`config.mk`:
```
export PLATFORM = sky130hd
export DESIGN_NAME = synth_div_chain
export DESIGN_NICKNAME = d
export VERILOG_FILES = /design/src/rtl/synth_div_pkg.sv /design/src/rtl/sd_ratio_reg.sv /design/src/rtl/sd_prog_div.sv /design/src/rtl/sd_fixed_div.sv /design/src/rtl/synth_div_chain.sv
export SDC_FILE = /design/constraint.sdc
export NUM_CORES = 1
export LEC_CHECK = 0
export CORE_ASPECT_RATIO = 1.4
export CORE_UTILIZATION = 30
export CTS_CLUSTER_SIZE = 24
export DETAILED_ROUTE_END_ITERATION = 8
export SETUP_SLACK_MARGIN = 0.2
export SYNTH_ARGS = -nofsm -noshare
export SYNTH_HDL_FRONTEND = slang
export SYNTH_SLANG_ARGS = --single-unit
```
`constraint.sdc`:
```
create_clock -name clk -period 6.6 [get_ports clk]
set_input_delay 1.32 -clock clk [delete_from_list [all_inputs] [get_ports clk]]
set_output_delay 1.32 -clock clk [all_outputs]
set_load 0.02 [all_outputs]
```
`src/rtl/synth_div_pkg.sv`:
```
package synth_div_pkg;
   // Default geometry of the divider chain
   localparam int SD_N_WIDTH_DEF = 15;
   localparam int SD_N_MIN_DEF   = 256;
   localparam int SD_REF_DIV_DEF = 512;

   // Variant selector for the fixed divider
   typedef enum logic {SD_REF_WRAP = 1'b0, SD_REF_RELOAD = 1'b1} sd_ref_kind_e;

   function automatic bit sd_is_pow2(input int v);
      return (v > 0) && ((v & (v - 1)) == 0);
   endfunction
endpackage

```
`src/rtl/sd_ratio_reg.sv`:
```
module sd_ratio_reg #(
   parameter int N_WIDTH = 15,
   parameter int N_MIN   = 256
) (
   input  logic               clk,
   input  logic               rst,
   input  logic               wr,
   input  logic [N_WIDTH-1:0] wr_val,
   output logic [N_WIDTH-1:0] pend_o,
   output logic [N_WIDTH-1:0] next_o
);
   localparam logic [N_WIDTH-1:0] MIN_V = N_WIDTH'(N_MIN);

   logic [N_WIDTH-1:0] pend_q;
   logic [N_WIDTH-1:0] clamped;

   always_comb begin
      clamped = (wr_val < MIN_V) ? MIN_V : wr_val;
      next_o  = wr ? clamped : pend_q;
   end

   always_ff @(posedge clk) begin
      if (rst)     pend_q <= MIN_V;
      else if (wr) pend_q <= clamped;
   end

   assign pend_o = pend_q;
endmodule

```
`src/rtl/sd_prog_div.sv`:
```
module sd_prog_div #(
   parameter int N_WIDTH = 15,
   parameter int N_MIN   = 256
) (
   input  logic               clk,
   input  logic               rst,
   input  logic               tick,
   input  logic [N_WIDTH-1:0] next_ratio,
   output logic [N_WIDTH-1:0] cnt_o,
   output logic [N_WIDTH-1:0] act_o,
   output logic               div_o
);
   localparam logic [N_WIDTH-1:0] MIN_V = N_WIDTH'(N_MIN);
   localparam logic [N_WIDTH-1:0] ONE   = N_WIDTH'(1);

   logic [N_WIDTH-1:0] cnt_q;
   logic [N_WIDTH-1:0] act_q;
   logic               term;

   assign term = tick && (cnt_q == '0);

   always_ff @(posedge clk) begin
      if (rst) begin
         cnt_q <= MIN_V - ONE;
         act_q <= MIN_V;
      end else if (term) begin
         cnt_q <= next_ratio - ONE;
         act_q <= next_ratio;
      end else if (tick) begin
         cnt_q <= cnt_q - ONE;
      end
   end

   assign cnt_o = cnt_q;
   assign act_o = act_q;
   assign div_o = (cnt_q < (act_q >> 1));
endmodule

```
`src/rtl/sd_fixed_div.sv`:
```
module sd_fixed_div #(
   parameter int DIV = 512,
   localparam int W  = (DIV > 2) ? $clog2(DIV) : 1
) (
   input  logic         clk,
   input  logic         rst,
   input  logic         tick,
   output logic [W-1:0] cnt_o,
   output logic         div_o
);
   import synth_div_pkg::*;

   localparam logic [W-1:0] TOP  = W'(DIV - 1);
   localparam logic [W-1:0] HALF = W'(DIV / 2);
   localparam sd_ref_kind_e KIND = sd_is_pow2(DIV) ? SD_REF_WRAP : SD_REF_RELOAD;

   logic [W-1:0] cnt_q;

   generate
      if (KIND == SD_REF_WRAP) begin : g_wrap
         // power-of-two ratio: natural wrap of the down-counter
         always_ff @(posedge clk) begin
            if (rst)       cnt_q <= TOP;
            else if (tick) cnt_q <= cnt_q - W'(1);
         end
      end else begin : g_reload
         always_ff @(posedge clk) begin
            if (rst)                        cnt_q <= TOP;
            else if (tick && cnt_q == '0)   cnt_q <= TOP;
            else if (tick)                  cnt_q <= cnt_q - W'(1);
         end
      end
   endgenerate

   assign cnt_o = cnt_q;
   assign div_o = (cnt_q < HALF);
endmodule

```
`src/rtl/synth_div_chain.sv`:
```
module synth_div_chain #(
   parameter int N_WIDTH = synth_div_pkg::SD_N_WIDTH_DEF,
   parameter int N_MIN   = synth_div_pkg::SD_N_MIN_DEF,
   parameter int REF_DIV = synth_div_pkg::SD_REF_DIV_DEF,
   localparam int REF_W  = (REF_DIV > 2) ? $clog2(REF_DIV) : 1
) (
   input  logic               clk,
   input  logic               rst,
   input  logic               osc_tick,
   input  logic               xtal_tick,
   input  logic               ratio_wr,
   input  logic [N_WIDTH-1:0] ratio_in,
   input  logic               test_sel,
   input  logic               gp_bit,
   output logic               div_out,
   output logic               ref_out,
   output logic               gp_out
);
   // elaboration-time parameter checks
   if (N_MIN < 2 || N_MIN >= (2 ** N_WIDTH)) begin : g_bad_nmin
      $error("N_MIN must lie in 2 .. 2**N_WIDTH-1");
   end
   if (REF_DIV < 2) begin : g_bad_ref
      $error("REF_DIV must be at least 2");
   end

   logic [N_WIDTH-1:0] ratio_pend;
   logic [N_WIDTH-1:0] ratio_next;
   logic [N_WIDTH-1:0] ratio_act;
   logic [N_WIDTH-1:0] div_cnt;
   logic [REF_W-1:0]   ref_cnt;

   sd_ratio_reg #(.N_WIDTH(N_WIDTH), .N_MIN(N_MIN)) u_ratio (
      .clk    (clk),
      .rst    (rst),
      .wr     (ratio_wr),
      .wr_val (ratio_in),
      .pend_o (ratio_pend),
      .next_o (ratio_next)
   );

   sd_prog_div #(.N_WIDTH(N_WIDTH), .N_MIN(N_MIN)) u_prog (
      .clk        (clk),
      .rst        (rst),
      .tick       (osc_tick),
      .next_ratio (ratio_next),
      .cnt_o      (div_cnt),
      .act_o      (ratio_act),
      .div_o      (div_out)
   );

   sd_fixed_div #(.DIV(REF_DIV)) u_ref (
      .clk   (clk),
      .rst   (rst),
      .tick  (xtal_tick),
      .cnt_o (ref_cnt),
      .div_o (ref_out)
   );

   assign gp_out = test_sel ? div_out : gp_bit;
endmodule

```
# Word-level counts from Yosys, hierarchy flattened
# Cells that the tools add are included.
# classes
n_addsub,3
magnitude_cmp,3
mux,5
reduce_logical,3
# ops
cell,n
$mux 15,4
$sub 15x1->15 const B,2
$logic_not 15->1,1
$lt 15x14->1,1
$lt 15x9->1 const B,1
$lt 9x9->1 const B,1
$sub 9x1->9 const B,1
$reduce_bool 2->1,1
$logic_and 1x1->1,1
$mux 1,1
# word_totals
regBits,54

# Depth between registers and ports, before layout
# logic_depth
ltp_word,5
ltp_mapped,12
ltp_nobuf,11

# Modules after synthesis
# From an unflattened synthesis, not the netlist that was laid out.
# unflattened
cells_unflattened,366
area_unflattened_um2,3096.7
# modules_own_cells
mod,instances,cells_each,area_per_inst_um2,seq_area_each_um2
sd_prog_div,1,258,1961.9,600.6
sd_ratio_reg,1,64,716.9,300.3
sd_fixed_div,1,43,402.9,180.2
synth_div_chain,1,1,15.0,0.0

# Least setup slack after synthesis
# No wires, ideal clock.
# synth_timing
path_kind,input to register
startpoint,input ratio_in[14]
endpoint,register u_prog.cnt_q[4] (netlist: u_prog.cnt_o[4])
setup_time_ns,0.120
t_arrival_ns,3.431
setup_slack_ns,3.049
stages,10
n_path_buf,0
cell_sequence,nor4_2 a21oi_1 a22o_1 a21oi_1 ha_1 inv_1 nor3_1 o21ai_0 or3_1 o31a_1
# synth_via
elab_chain_cells,5
# synth_lines
element,line,rtl
"start, declared",synth_div_chain.sv:12,"input logic [N_WIDTH-1:0] ratio_in,"
$lt 15x9->1,sd_ratio_reg.sv:18,clamped = (wr_val < MIN_V) ? MIN_V : wr_val;
$mux 15,sd_ratio_reg.sv:18,
$mux 15,sd_ratio_reg.sv:19,next_o = wr ? clamped : pend_q;
$sub 15x1->15,sd_prog_div.sv:27,cnt_q <= next_ratio - ONE;
$mux 15,sd_prog_div.sv:26,end else if (term) begin
"end signal, assigned",sd_prog_div.sv:24,cnt_q <= MIN_V - ONE;
"end signal, assigned",sd_prog_div.sv:27,
"end signal, assigned",sd_prog_div.sv:30,cnt_q <= cnt_q - ONE;
"end, declared",sd_prog_div.sv:16,logic [N_WIDTH-1:0] cnt_q;
# No other way between the ends.
# A chain may end at the register's enable or synchronous reset.

# Worst setup path after layout
# layout_timing
startpoint,input osc_tick
endpoint,register u_prog.cnt_q[8] (netlist: u_prog.cnt_o[8])
# layout_via
elab_chain_cells,2
elab_cells_between_ends,3
# layout_lines
element,line,rtl
"start, declared",synth_div_chain.sv:9,"input logic osc_tick,"
$logic_and 1x1->1,sd_prog_div.sv:20,assign term = tick && (cnt_q == '0);
$mux 15 / $reduce_bool 2->1 (equally long branches),-,
# Parallel ways exist; a longest one is shown, timed or not.

==> flow_summary.ini <==
[status]
status = complete, no violations

[cts]
cts.path.max_buffers = 2
ctsRootBufferMaster = clkbuf_16
tritoncts = built
holdBufCountCts = 0
cts_sinks = 53
clk_latency_ps = 300
postCtsSetupRepairBufs = 0
cts-resized-gates = 0
h-tree-depth = 2
clk_pin_slew_ps = 70
numCtsBuffers = 5

[hold_path]
worstHoldPathCells = 2
hp-class = register to register
hold_end = u_prog.act_o[6]
min_from = u_prog.act_o[6]

[route]
wirelength_mm = 9.30
wl_per_cell_um = 16.8
drc = 0
antenna_violating_nets_post_route = 0
vias = 3044
dr.pass1.iters = 4
viasPerCell = 5.49
drt_iter0_drc = 197

[flow_run]
drv_cap = 0

[sta]
setup_ws_ps = 1750
finalSetupTns_ps = 0
finalHoldViolCount = 0
finalWorstPathRequiredPeriod_ps = 4850
max_slew_margin_pct = 29.3
worst_pin_slew_ps = 1060
fin_worst_skew_ps = 2.75
fin_crit_sh_pct = 73.4
rsz0062_at_grt = no
setup_viol = 0
max_freq_ghz = 0.206
report.final.slew_viol_count = 0

[placement]
dp_hpwl_mm = 6.89
port_buffers = 24
dpl.cell_count = 546
gp_congestion = 0.855
place_ws_ps = 1530
place_area_mm2 = 0.00364

[worst_setup_path]
worstRegToRegCells = 11
endpoint_kind = register
worst-path-max-fanout = 23
critPathLaunchType = input port
r2r-start = u_prog.cnt_o[4]
r2r_setup_slack_ps = 3180
worstPathRequired_ps = 6820
cp.arrival_ps = 5070
critical_path_class = input port to register
timing.rr.end = u_prog.cnt_o[8]

[logic_synthesis]
netlist_top_cells_area = dfxtp_1, ha_1, a21oi_1, nor2_1, nor3_1
syn-instance-count = 398
ys_seq_elements = 53
netlist_area_mm2 = 0.00330
async_flop_share_pct = 0
yosysTopAreaCell = dfxtp_1
yosys_warnings = 0
synth_edf_count = 0
syn_nets = 436
synth_area_per_cell_um2 = 8.28
synth_top_area_share_pct = 32.2
synth.distinct_cells = 70
ys.flop_type = dfxtp_1
seq_area_frac_synth_pct = 32.2

[grt]
track_usage_pct = 16.7
grt_overflow = 0
grt_max_degree = 59
grt_pass1_wl_mm = 15.1
grt_pass1_vias = 3031
grt_antenna_before_repair = 0

[finish]
design_area_mm2 = 0.00379
layout.cells.non_filler = 554
drive_gt1_share_pct = 9.38
post-route-util_pct = 36.0
synthToLayoutAreaGrowth_pct = 14.9
final_nets = 453
antenna_cells = 0

[floorplanning]
initial_utilization_pct = 31.3
coreArea_mm2 = 0.0105
die_w_um = 90.6
dieArea_mm2 = 0.0114
die_h_um = 126
rows = 44
ios = 25

[power_and_ir_drop]
p_leak_nw = 1.31
ir_drop_v = 0.000115
power_density_mw_per_mm2 = 181
layer usage:
layer | share of wire (%) | vias to the layer above | GRT usage, %
met5 | 0 | - | 0
met4 | 3.4 | 0 | 8.16
met3 | 3.2 | 23 | 2.60
met2 | 54 | 59 | 30.9
met1 | 39 | 1454 | 18.3
li1 | - | 1508 | -
synth_stat cells (all sizes together), types with 3 or more instances:
cell     n
nand4    5
o21ai   18
o21bai   4
inv     20
xnor2    4
a31oi    5
nor2b    7
o31ai    4
a21o     4
ha      16
or3      6
nor3b    6
nor2    44
buf      8
a21oi   33
nor3    25
nand3   12
or4      3
clkbuf   7
dfxtp   53
nand2b  10
nand2   26
nor4b    4
a211oi  11
nor4    11
mux2i    7
o22ai    5
mux2     3
per-stage QoR:
step / total power (W) / hold WS [ps]
4_1_cts: 0.000693 / 454
2_1_floorplan: 0.000394 / 432
3_5_place_dp: 0.000427 / 446
6_report: 0.000687 / 452
3_3_place_gp: 0.000427 / 443
5_1_grt: 0.000714 / 466
worst max path at each step:
stage / endpoint / startpoint
finish: u_prog.cnt_o[8] / osc_tick
CTS: u_prog.cnt_o[8] / osc_tick
detailed placement: u_prog.cnt_o[8] / osc_tick
global route: u_prog.cnt_o[8] / osc_tick
floorplan: u_prog.cnt_o[4] / ratio_in[14]
global placement: u_prog.cnt_o[4] / osc_tick
layout by cell type (no fill, tap or decap), drive strengths merged, types with 3 or more instances in the layout:
| cell | n |
|---|---|
| clkdlybuf4s50 | 23 |
| or4 | 3 |
| nor2b | 7 |
| nor3 | 25 |
| nor4b | 4 |
| o21bai | 4 |
| nor4 | 11 |
| o21ai | 18 |
| or3 | 6 |
| o31ai | 4 |
| a21oi | 33 |
| a21o | 4 |
| a31oi | 5 |
| nand3 | 12 |
| nand4 | 5 |
| inv | 21 |
| nor3b | 6 |
| nand2b | 10 |
| a211oi | 11 |
| clkbuf | 5 |
| nor2 | 44 |
| dfxtp | 53 |
| nand2 | 26 |
| ha | 16 |
| mux2 | 3 |
| mux2i | 7 |
| xnor2 | 4 |
| o22ai | 5 |
where the power goes:
group | switching (W) | internal, W
clock | 0.000126 | 0.000142
sequential | 0.00000709 | 0.000327
combinational | 0.0000502 | 0.0000357
flip-flops by register name (all words and copies together) (netlist names):
name,count
u_prog.cnt_o,15
u_ratio.pend_o,15
u_prog.act_o,14
u_ref.cnt_o,9
kinds of logic (layout without fill, tap and decap cells):
group                      count (synthesis)  count (layout)  share of synthesized area, %
muxes                                     10              10                          3.15
DFF                                       53              53                          32.2
AOI/OAI and AO/OA                        110             110                          22.6
buffers and inverters                     35              53                          4.44
xor gates and xnor gates                   6               6                          1.59
and+or+nand+nor                          168             168                          29.9
adders and majority gates                 16              16                          6.07
area by class of cell:
cell class                      count  area [µm²]
Tap cell                          138         173
Fill cell                        1087        6730
Clock inverter                      3        21.3
Clock buffer                        5         125
Timing Repair Buffer               25         243
Multi-Input combinational cell    310        2090
Inverter                           20        75.1
Sequential cell                    53        1060
worst max-delay path, cell delays in order:
cell	delay [ps]
clkdlybuf4s50_1	1020
nor4b_2	520
nand3_4	180
nor2_1	770
a21oi_1	260
ha_1	270
inv_1	80
nor3_1	90
nand3_1	160
nor2b_1	80
o32a_1	180
a21oi_1	130
No activity file was read; power rests on OpenSTA's default activity.
